## config.mk

```make
export PLATFORM = sky130hd
export DESIGN_NAME = arb_shared_if
export DESIGN_NICKNAME = d
export VERILOG_FILES = /design/src/rtl/arb_pkg.sv /design/src/rtl/arb_busy.sv /design/src/rtl/arb_decide.sv /design/src/rtl/arb_issue.sv /design/src/rtl/arb_shared_if.sv
export SDC_FILE = /design/constraint.sdc
export NUM_CORES = 1
export LEC_CHECK = 0
export ABC_AREA = 1
export BUFFER_PORTS_ARGS = -buffer_cell sky130_fd_sc_hd__buf_2
export CAP_MARGIN = 15
export CELL_PAD_IN_SITES_DETAIL_PLACEMENT = 0
export CELL_PAD_IN_SITES_GLOBAL_PLACEMENT = 1
export CORE_UTILIZATION = 30
export DETAILED_ROUTE_END_ITERATION = 12
export PLACE_DENSITY = 0.75
export SETUP_SLACK_MARGIN = 0.5
export SYNTH_ARGS = -nofsm -noshare
export SYNTH_HDL_FRONTEND = slang
export SYNTH_SLANG_ARGS = --single-unit
```

## constraint.sdc

```tcl
create_clock -name clk -period 3.64 [get_ports clk]
set_input_delay 0 -clock clk [delete_from_list [all_inputs] [get_ports clk]]
set_output_delay 0 -clock clk [all_outputs]
set_load 0.1 [all_outputs]
```

## src/rtl/arb_pkg.sv

```systemverilog
package arb_pkg;
  typedef enum logic [0:0] {
    OWN_CPU = 1'b0,
    OWN_DMA = 1'b1
  } owner_e;

  function automatic int unsigned idx_w(input int unsigned n);
    return (n <= 1) ? 1 : $clog2(n);
  endfunction
endpackage

```

## src/rtl/arb_busy.sv

```systemverilog
module arb_busy #(
  parameter int N_IF    = 8,
  parameter int ACC_CYC = 2
) (
  input  logic            clk,
  input  logic            rst,
  input  logic [N_IF-1:0] occ,
  output logic [N_IF-1:0] free
);
  localparam int CNT_W = $clog2(ACC_CYC + 1);

  for (genvar i = 0; i < N_IF; i++) begin : g_if
    logic [CNT_W-1:0] cnt;

    always_ff @(posedge clk) begin
      if (rst)               cnt <= '0;
      else if (occ[i])       cnt <= CNT_W'(ACC_CYC - 1);
      else if (cnt != '0)    cnt <= cnt - 1'b1;
    end

    assign free[i] = (cnt == '0);

    // An occupying grant is only ever given to a free interface.
    assert_no_start_busy_R4: assert property (@(posedge clk) disable iff (rst)
      !free[i] |-> !occ[i]);

    if (ACC_CYC > 1) begin : g_hold
      assert_occupied_after_grant_R4: assert property (@(posedge clk) disable iff (rst)
        occ[i] |=> !free[i]);
    end
  end
endmodule

```

## src/rtl/arb_decide.sv

```systemverilog
module arb_decide #(
  parameter int N_IF      = 8,
  parameter int EXEMPT_IF = 7,
  parameter int IF_W      = 3
) (
  input  logic            cpu_req,
  input  logic [IF_W-1:0] cpu_if,
  input  logic            cpu_we,
  input  logic            dma_req,
  input  logic [IF_W-1:0] dma_if,
  input  logic            dma_we,
  input  logic [N_IF-1:0] free,
  output logic            cpu_ok,
  output logic            dma_ok,
  output logic [N_IF-1:0] occ
);
  localparam logic [IF_W-1:0] XIF = IF_W'(EXEMPT_IF);

  logic same_if, dual_read, cpu_xrd, dma_xrd;

  always_comb begin
    cpu_xrd   = (cpu_if == XIF) && !cpu_we;
    dma_xrd   = (dma_if == XIF) && !dma_we;
    same_if   = cpu_req && dma_req && (cpu_if == dma_if);
    dual_read = same_if && cpu_xrd && dma_xrd;
    dma_ok    = dma_req && free[dma_if];
    cpu_ok    = cpu_req && free[cpu_if] && (!same_if || dual_read);
    occ       = '0;
    if (cpu_ok && !cpu_xrd) occ = occ | (N_IF'(1) << cpu_if);
    if (dma_ok && !dma_xrd) occ = occ | (N_IF'(1) << dma_if);
  end
endmodule

```

## src/rtl/arb_issue.sv

```systemverilog
module arb_issue #(
  parameter int N_IF   = 8,
  parameter int IF_W   = 3,
  parameter int ADDR_W = 16,
  parameter int DATA_W = 16
) (
  input  logic              clk,
  input  logic              rst,
  input  logic              cpu_ok,
  input  logic [IF_W-1:0]   cpu_if,
  input  logic [ADDR_W-1:0] cpu_addr,
  input  logic              cpu_we,
  input  logic [DATA_W-1:0] cpu_wdata,
  input  logic              dma_ok,
  input  logic [IF_W-1:0]   dma_if,
  input  logic [ADDR_W-1:0] dma_addr,
  input  logic              dma_we,
  input  logic [DATA_W-1:0] dma_wdata,
  output logic [N_IF-1:0]   gnt_cpu,
  output logic [N_IF-1:0]   gnt_dma,
  output logic [ADDR_W-1:0] o_cpu_addr,
  output logic              o_cpu_we,
  output logic [DATA_W-1:0] o_cpu_wdata,
  output logic [ADDR_W-1:0] o_dma_addr,
  output logic              o_dma_we,
  output logic [DATA_W-1:0] o_dma_wdata
);
  always_ff @(posedge clk) begin
    if (rst) begin
      gnt_cpu     <= '0;
      gnt_dma     <= '0;
      o_cpu_addr  <= '0;
      o_cpu_we    <= 1'b0;
      o_cpu_wdata <= '0;
      o_dma_addr  <= '0;
      o_dma_we    <= 1'b0;
      o_dma_wdata <= '0;
    end else begin
      gnt_cpu <= cpu_ok ? (N_IF'(1) << cpu_if) : '0;
      gnt_dma <= dma_ok ? (N_IF'(1) << dma_if) : '0;
      if (cpu_ok) begin
        o_cpu_addr  <= cpu_addr;
        o_cpu_we    <= cpu_we;
        o_cpu_wdata <= cpu_wdata;
      end
      if (dma_ok) begin
        o_dma_addr  <= dma_addr;
        o_dma_we    <= dma_we;
        o_dma_wdata <= dma_wdata;
      end
    end
  end
endmodule

```

## src/rtl/arb_shared_if.sv

```systemverilog
module arb_shared_if #(
  parameter int N_IF      = 8,
  parameter int EXEMPT_IF = 7,
  parameter int ACC_CYC   = 2,
  parameter int ADDR_W    = 16,
  parameter int DATA_W    = 16,
  parameter int IF_W      = arb_pkg::idx_w(N_IF)
) (
  input  logic              clk,
  input  logic              rst,
  input  logic              cpu_req,
  input  logic [IF_W-1:0]   cpu_if,
  input  logic [ADDR_W-1:0] cpu_addr,
  input  logic              cpu_we,
  input  logic [DATA_W-1:0] cpu_wdata,
  input  logic              dma_req,
  input  logic [IF_W-1:0]   dma_if,
  input  logic [ADDR_W-1:0] dma_addr,
  input  logic              dma_we,
  input  logic [DATA_W-1:0] dma_wdata,
  output logic              cpu_stall,
  output logic              dma_hold,
  output logic [N_IF-1:0]   if_cpu_gnt,
  output logic [N_IF-1:0]   if_dma_gnt,
  output logic [ADDR_W-1:0] out_cpu_addr,
  output logic              out_cpu_we,
  output logic [DATA_W-1:0] out_cpu_wdata,
  output logic [ADDR_W-1:0] out_dma_addr,
  output logic              out_dma_we,
  output logic [DATA_W-1:0] out_dma_wdata
);
  logic [N_IF-1:0] free, occ;
  logic            cpu_ok, dma_ok;

  arb_busy #(.N_IF(N_IF), .ACC_CYC(ACC_CYC)) u_busy (
    .clk(clk), .rst(rst), .occ(occ), .free(free)
  );

  arb_decide #(.N_IF(N_IF), .EXEMPT_IF(EXEMPT_IF), .IF_W(IF_W)) u_decide (
    .cpu_req(cpu_req), .cpu_if(cpu_if), .cpu_we(cpu_we),
    .dma_req(dma_req), .dma_if(dma_if), .dma_we(dma_we),
    .free(free), .cpu_ok(cpu_ok), .dma_ok(dma_ok), .occ(occ)
  );

  arb_issue #(.N_IF(N_IF), .IF_W(IF_W), .ADDR_W(ADDR_W), .DATA_W(DATA_W)) u_issue (
    .clk(clk), .rst(rst),
    .cpu_ok(cpu_ok), .cpu_if(cpu_if), .cpu_addr(cpu_addr), .cpu_we(cpu_we),
    .cpu_wdata(cpu_wdata),
    .dma_ok(dma_ok), .dma_if(dma_if), .dma_addr(dma_addr), .dma_we(dma_we),
    .dma_wdata(dma_wdata),
    .gnt_cpu(if_cpu_gnt), .gnt_dma(if_dma_gnt),
    .o_cpu_addr(out_cpu_addr), .o_cpu_we(out_cpu_we), .o_cpu_wdata(out_cpu_wdata),
    .o_dma_addr(out_dma_addr), .o_dma_we(out_dma_we), .o_dma_wdata(out_dma_wdata)
  );

  assign cpu_stall = cpu_req && !cpu_ok;
  assign dma_hold  = dma_req && !dma_ok;

  assert_stall_no_grant_R8: assert property (@(posedge clk) disable iff (rst)
    cpu_stall |=> (if_cpu_gnt == '0));
  assert_accept_grants_R8: assert property (@(posedge clk) disable iff (rst)
    (cpu_req && !cpu_stall) |=> (if_cpu_gnt != '0));
  assert_dma_accept_R8: assert property (@(posedge clk) disable iff (rst)
    (dma_req && !dma_hold) |=> $onehot(if_dma_gnt));
  assert_dma_wins_R2: assert property (@(posedge clk) disable iff (rst)
    (cpu_req && dma_req && cpu_if == dma_if && !dma_hold &&
     (cpu_we || dma_we || cpu_if != IF_W'(EXEMPT_IF))) |-> cpu_stall);
  assert_lane_addr_R10: assert property (@(posedge clk) disable iff (rst)
    (cpu_req && !cpu_stall) |=> (out_cpu_addr == $past(cpu_addr)));
  assert_lane_dma_R10: assert property (@(posedge clk) disable iff (rst)
    (dma_req && !dma_hold) |=> (out_dma_wdata == $past(dma_wdata)));

  for (genvar i = 0; i < N_IF; i++) begin : g_chk
    if (i != EXEMPT_IF) begin : g_plain
      assert_one_owner_R9: assert property (@(posedge clk) disable iff (rst)
        !(if_cpu_gnt[i] && if_dma_gnt[i]));
      if (ACC_CYC > 1) begin : g_pulse
        assert_grant_pulse_R9: assert property (@(posedge clk) disable iff (rst)
          (if_cpu_gnt[i] || if_dma_gnt[i]) |=> !(if_cpu_gnt[i] || if_dma_gnt[i]));
      end
    end
  end
endmodule

```

==> Flow_metrics.wiki <==
{| class="wikitable"
! Metric !! Value
|-
| Clock network latency to the later pin of the worst-skew pair || 0.35 ns
|-
| Share of layout cells above drive strength 1 || 0.2565
|-
| Commonest non-fill, non-tap cell in the layout || sky130_fd_sc_hd__buf_2
|-
| Count of unique library cells instantiated by Yosys || 23
|-
| Hold Fails Final Rpt || 0
|-
| Root buffer cell || sky130_fd_sc_hd__clkbuf_16
|-
| Area leader, netlist || sky130_fd_sc_hd__dfxtp_1
|-
| Routed via count || 4,290
|-
| Top-Level Pins || 160
|-
| Pre-CTS worst setup slack || between 1 and 1.5 ns
|-
| Number of antenna cells inserted || 0
|-
| Top library cells by usage in the layout, fill and taps aside || sky130_fd_sc_hd__buf_2 (159), sky130_fd_sc_hd__nor2_1 (133), sky130_fd_sc_hd__dfxtp_1 (98)
|-
| Layout Nets || 843
|-
| Top cells by area, synth || sky130_fd_sc_hd__dfxtp_1 (48%), sky130_fd_sc_hd__nor2_1 (12%), sky130_fd_sc_hd__o21ai_0 (7.9%)
|-
| #FFs+latches synth || 98
|-
| Clock sink total || between 90 and 100
|-
| Post-route ant nets || 0
|-
| Startpoint Class || register
|-
| Remaining design rule violation count || 0
|-
| DIE WIDTH || 119.2 microns
|-
| Remaining global-route overflow || 0
|-
| Fin Clk Skew || 0.01070 ns
|-
| First-pass GRT wire length || slightly below 20 mm
|-
| Least setup slack across all paths after layout || 1.048 ns
|-
| Data arrival at the endpoint of the critical path || 2.59 ns
|-
| TritonRoute pass-1 iters || 4
|-
| Fill cell instance count of the final layout || 1,306
|-
| Total clock buffers created by CTS || 9
|-
| Initial antenna violation count || 0
|-
| Pwr/cell area || 783.5 nW/um^2
|-
| Number of global-route vias before repair || roughly 4,100
|-
| Worst Hold Class || in2reg
|-
| DRT Wirelength || 12.08 mm
|-
| Peak supply drop || 0.3724 mV
|-
| Clock tree from TritonCTS || built
|-
| Max-slew violations || 0
|-
| Clock Pin Slew Worst Setup and Hold Paths || 0.07 ns
|-
| Worst path required time || 3.64 ns
|-
| Crit-path max FO || between 40 and 50
|-
| Start-to-end type of the worst setup path || reg2out
|-
| Area growth from synthesis to final layout || 45.28%
|-
| Largest net degree at the start of global routing || 75
|-
| Max-slew headroom || 0.6287
|-
| Number of cell rows || 42
|-
| Unrepaired setup endpoints after global routing || no
|-
| Number of instances in the synthesized netlist || roughly 550
|-
| Gp weighted congestion || 0.8160
|-
| Post-synth design cell area || 4120 sq um
|-
| Initial core utilization || 0.3099
|-
| Average size of a mapped cell || 7.519 sq um
|-
| DP HPWL || 8.028 mm
|-
| Final Critical Period || 2.592 ns
|-
| Warnings from Yosys || 0
|-
| First-iteration detailed-routing DRC count || 214
|-
| Maximum buffer depth of the clock tree || 2
|-
| Full die area || 14,210 sq um
|-
| Achievable Freq || 385.8 MHz
|-
| Net count of the mapped netlist || around 630
|-
| Final setup violation count || 0
|-
| Clock H-tree levels || 3
|-
| Count of cells resized by post-cts repair || 0
|-
| Overall fraction of global-route tracks in use || 0.1732
|-
| Run status || finished, final reports clean
|-
| Average wire length per cell after detail routing || 12.85 microns
|-
| Number of buffer cells added on primary ports || 159
|-
| Total power consumption of the routed design || between 0.004 and 0.005 W
|-
| Vias/cell || 4.564
|-
| Leak Pwr || 2.977 nW
|-
| Die Ht || 119.2 microns
|-
| Floorplan Core Area || between 10,000 and 15,000 sq um
|-
| Top cell type's share of synthesized area || 0.4762
|-
| Actual slew at the worst max-slew pin || ~0.56 ns
|-
| Critical Path End Type || output port
|-
| Share of the cycle needed by the critical path after routing || 0.7120
|-
| Sum Neg Setup Slack || 0 ns
|-
| Maximum Capacitance Violations || 0
|-
| Share of the yosys chip area belonging to registers || 0.4762
|}
==> per-stage QoR <==
step | cells | utilization | hold WS (ns) | instance area (sq um)
final | 940 | 0.4502 | 0.03239 | 5986
after global routing | 940 | 0.4502 | 0.05314 | 5986
after CTS | 939 | 0.4487 | 0.02575 | 5966
after detailed placement | 855 | 0.3740 | 0.2387 | 4972
after global placement | 855 | 0.3740 | 0.2318 | 4972
after floorplan | 548 | - | 0.1421 | 4120
==> Yosys cell counts (all sizes together) <==
master    n
nor2    134
dfxtp    98
o21ai    74
nand2    64
inv      48
nor3     45
nand3    20
buf      19
a21oi    13
clkbuf   10
ha        8
xor2      8
nand4     7
==> sequential cells by signal, indices dropped and copies added, names as in the netlist <==
signal / cells
u_issue.o_dma_wdata: 16
u_issue.o_cpu_wdata: 16
u_issue.o_cpu_addr: 16
u_issue.gnt_dma: 8
u_issue.gnt_cpu: 8
u_issue.o_cpu_we: 1
u_issue.o_dma_addr: 16
u_issue.o_dma_we: 1
u_busy.g_if.cnt: 16
==> worst paths after layout <==
path	start	endpoint	slack, ns	depth (start not counted)
worst max-delay path	u_busy.g_if[2].cnt[0]$_SDFFE_PP0P_	cpu_stall	1.05	13
worst min-delay path	rst	u_issue.o_dma_we$_SDFFE_PP0P_	0.03	2
worst min register to register	u_issue.o_dma_addr[5]$_SDFFE_PP0P_	u_issue.o_dma_addr[5]$_SDFFE_PP0P_	0.48	2
worst max register to register	u_busy.g_if[3].cnt[0]$_SDFFE_PP0P_	u_issue.gnt_cpu[0]$_SDFF_PP0_	1.29	13
==> layer usage <==
layer	up-vias	share of wire	track usage	wire length [microns]
li1	2188	-	-	-
met1	1940	0.47	0.2270	5730
met2	148	0.45	0.2769	5398
met3	14	0.064	0.03831	778
met4	0	0.014	0.06487	169
met5	-	0	0	0
==> power breakdown <==
group | internal (W) | total, W | switching, W
logic | 0.000511 | 0.00227 | 0.00176
registers | 0.00130 | 0.00142 | 0.000115
clock network | 0.000561 | 0.00100 | 0.000441
total | 0.00237 | 0.00469 | 0.00232
==> final cells by class <==
cell class / instances / area (sq um) / share of cell area
inverters: 48 / 185.2 / 0.03094
clock inverters: 6 / 73.82 / 0.01233
clock buffers: 10 / 239.0 / 0.03992
flip-flops and latches: 98 / 1962 / 0.3278
multi-input cells: 373 / 1802 / 0.3010
repair buffers: 229 / 1504 / 0.2513
well taps: 176 / 220.2 / 0.03679
==> critical path: stages, from the launching register on <==
cell	delay (ns)
sky130_fd_sc_hd__dfxtp_1	0.35
sky130_fd_sc_hd__inv_1	0.05
sky130_fd_sc_hd__ha_1	0.22
sky130_fd_sc_hd__inv_1	0.12
sky130_fd_sc_hd__nand2_1	0.06
sky130_fd_sc_hd__nand2_1	0.06
sky130_fd_sc_hd__nand2_1	0.05
sky130_fd_sc_hd__nand2_1	0.06
sky130_fd_sc_hd__nand2_1	0.05
sky130_fd_sc_hd__nand2_2	0.07
sky130_fd_sc_hd__buf_4	0.35
sky130_fd_sc_hd__nor2_8	0.20
sky130_fd_sc_hd__nor2_1	0.13
sky130_fd_sc_hd__buf_2	0.43
==> cells by family (layout without fill, tap and decap cells) <==
logic type | after synthesis | after routing | synth area share
AOI/OAI and AO/OA | 87 | 87 | 0.1057
xor gates and xnor gates | 8 | 8 | 0.01701
adders and majority gates | 8 | 8 | 0.02429
buffers and inverters | 77 | 293 | 0.08655
DFF | 98 | 98 | 0.4762
and+or+nand+nor | 270 | 270 | 0.2903
==> repair_timing <==
action,4_1_cts,5_1_grt
endpoints found under the hold margin,73,0
setup buffers,0,0
hold buffers,68,0
endpoints found under the setup margin,0,0
No activity file was read; power rests on OpenSTA's default activity.
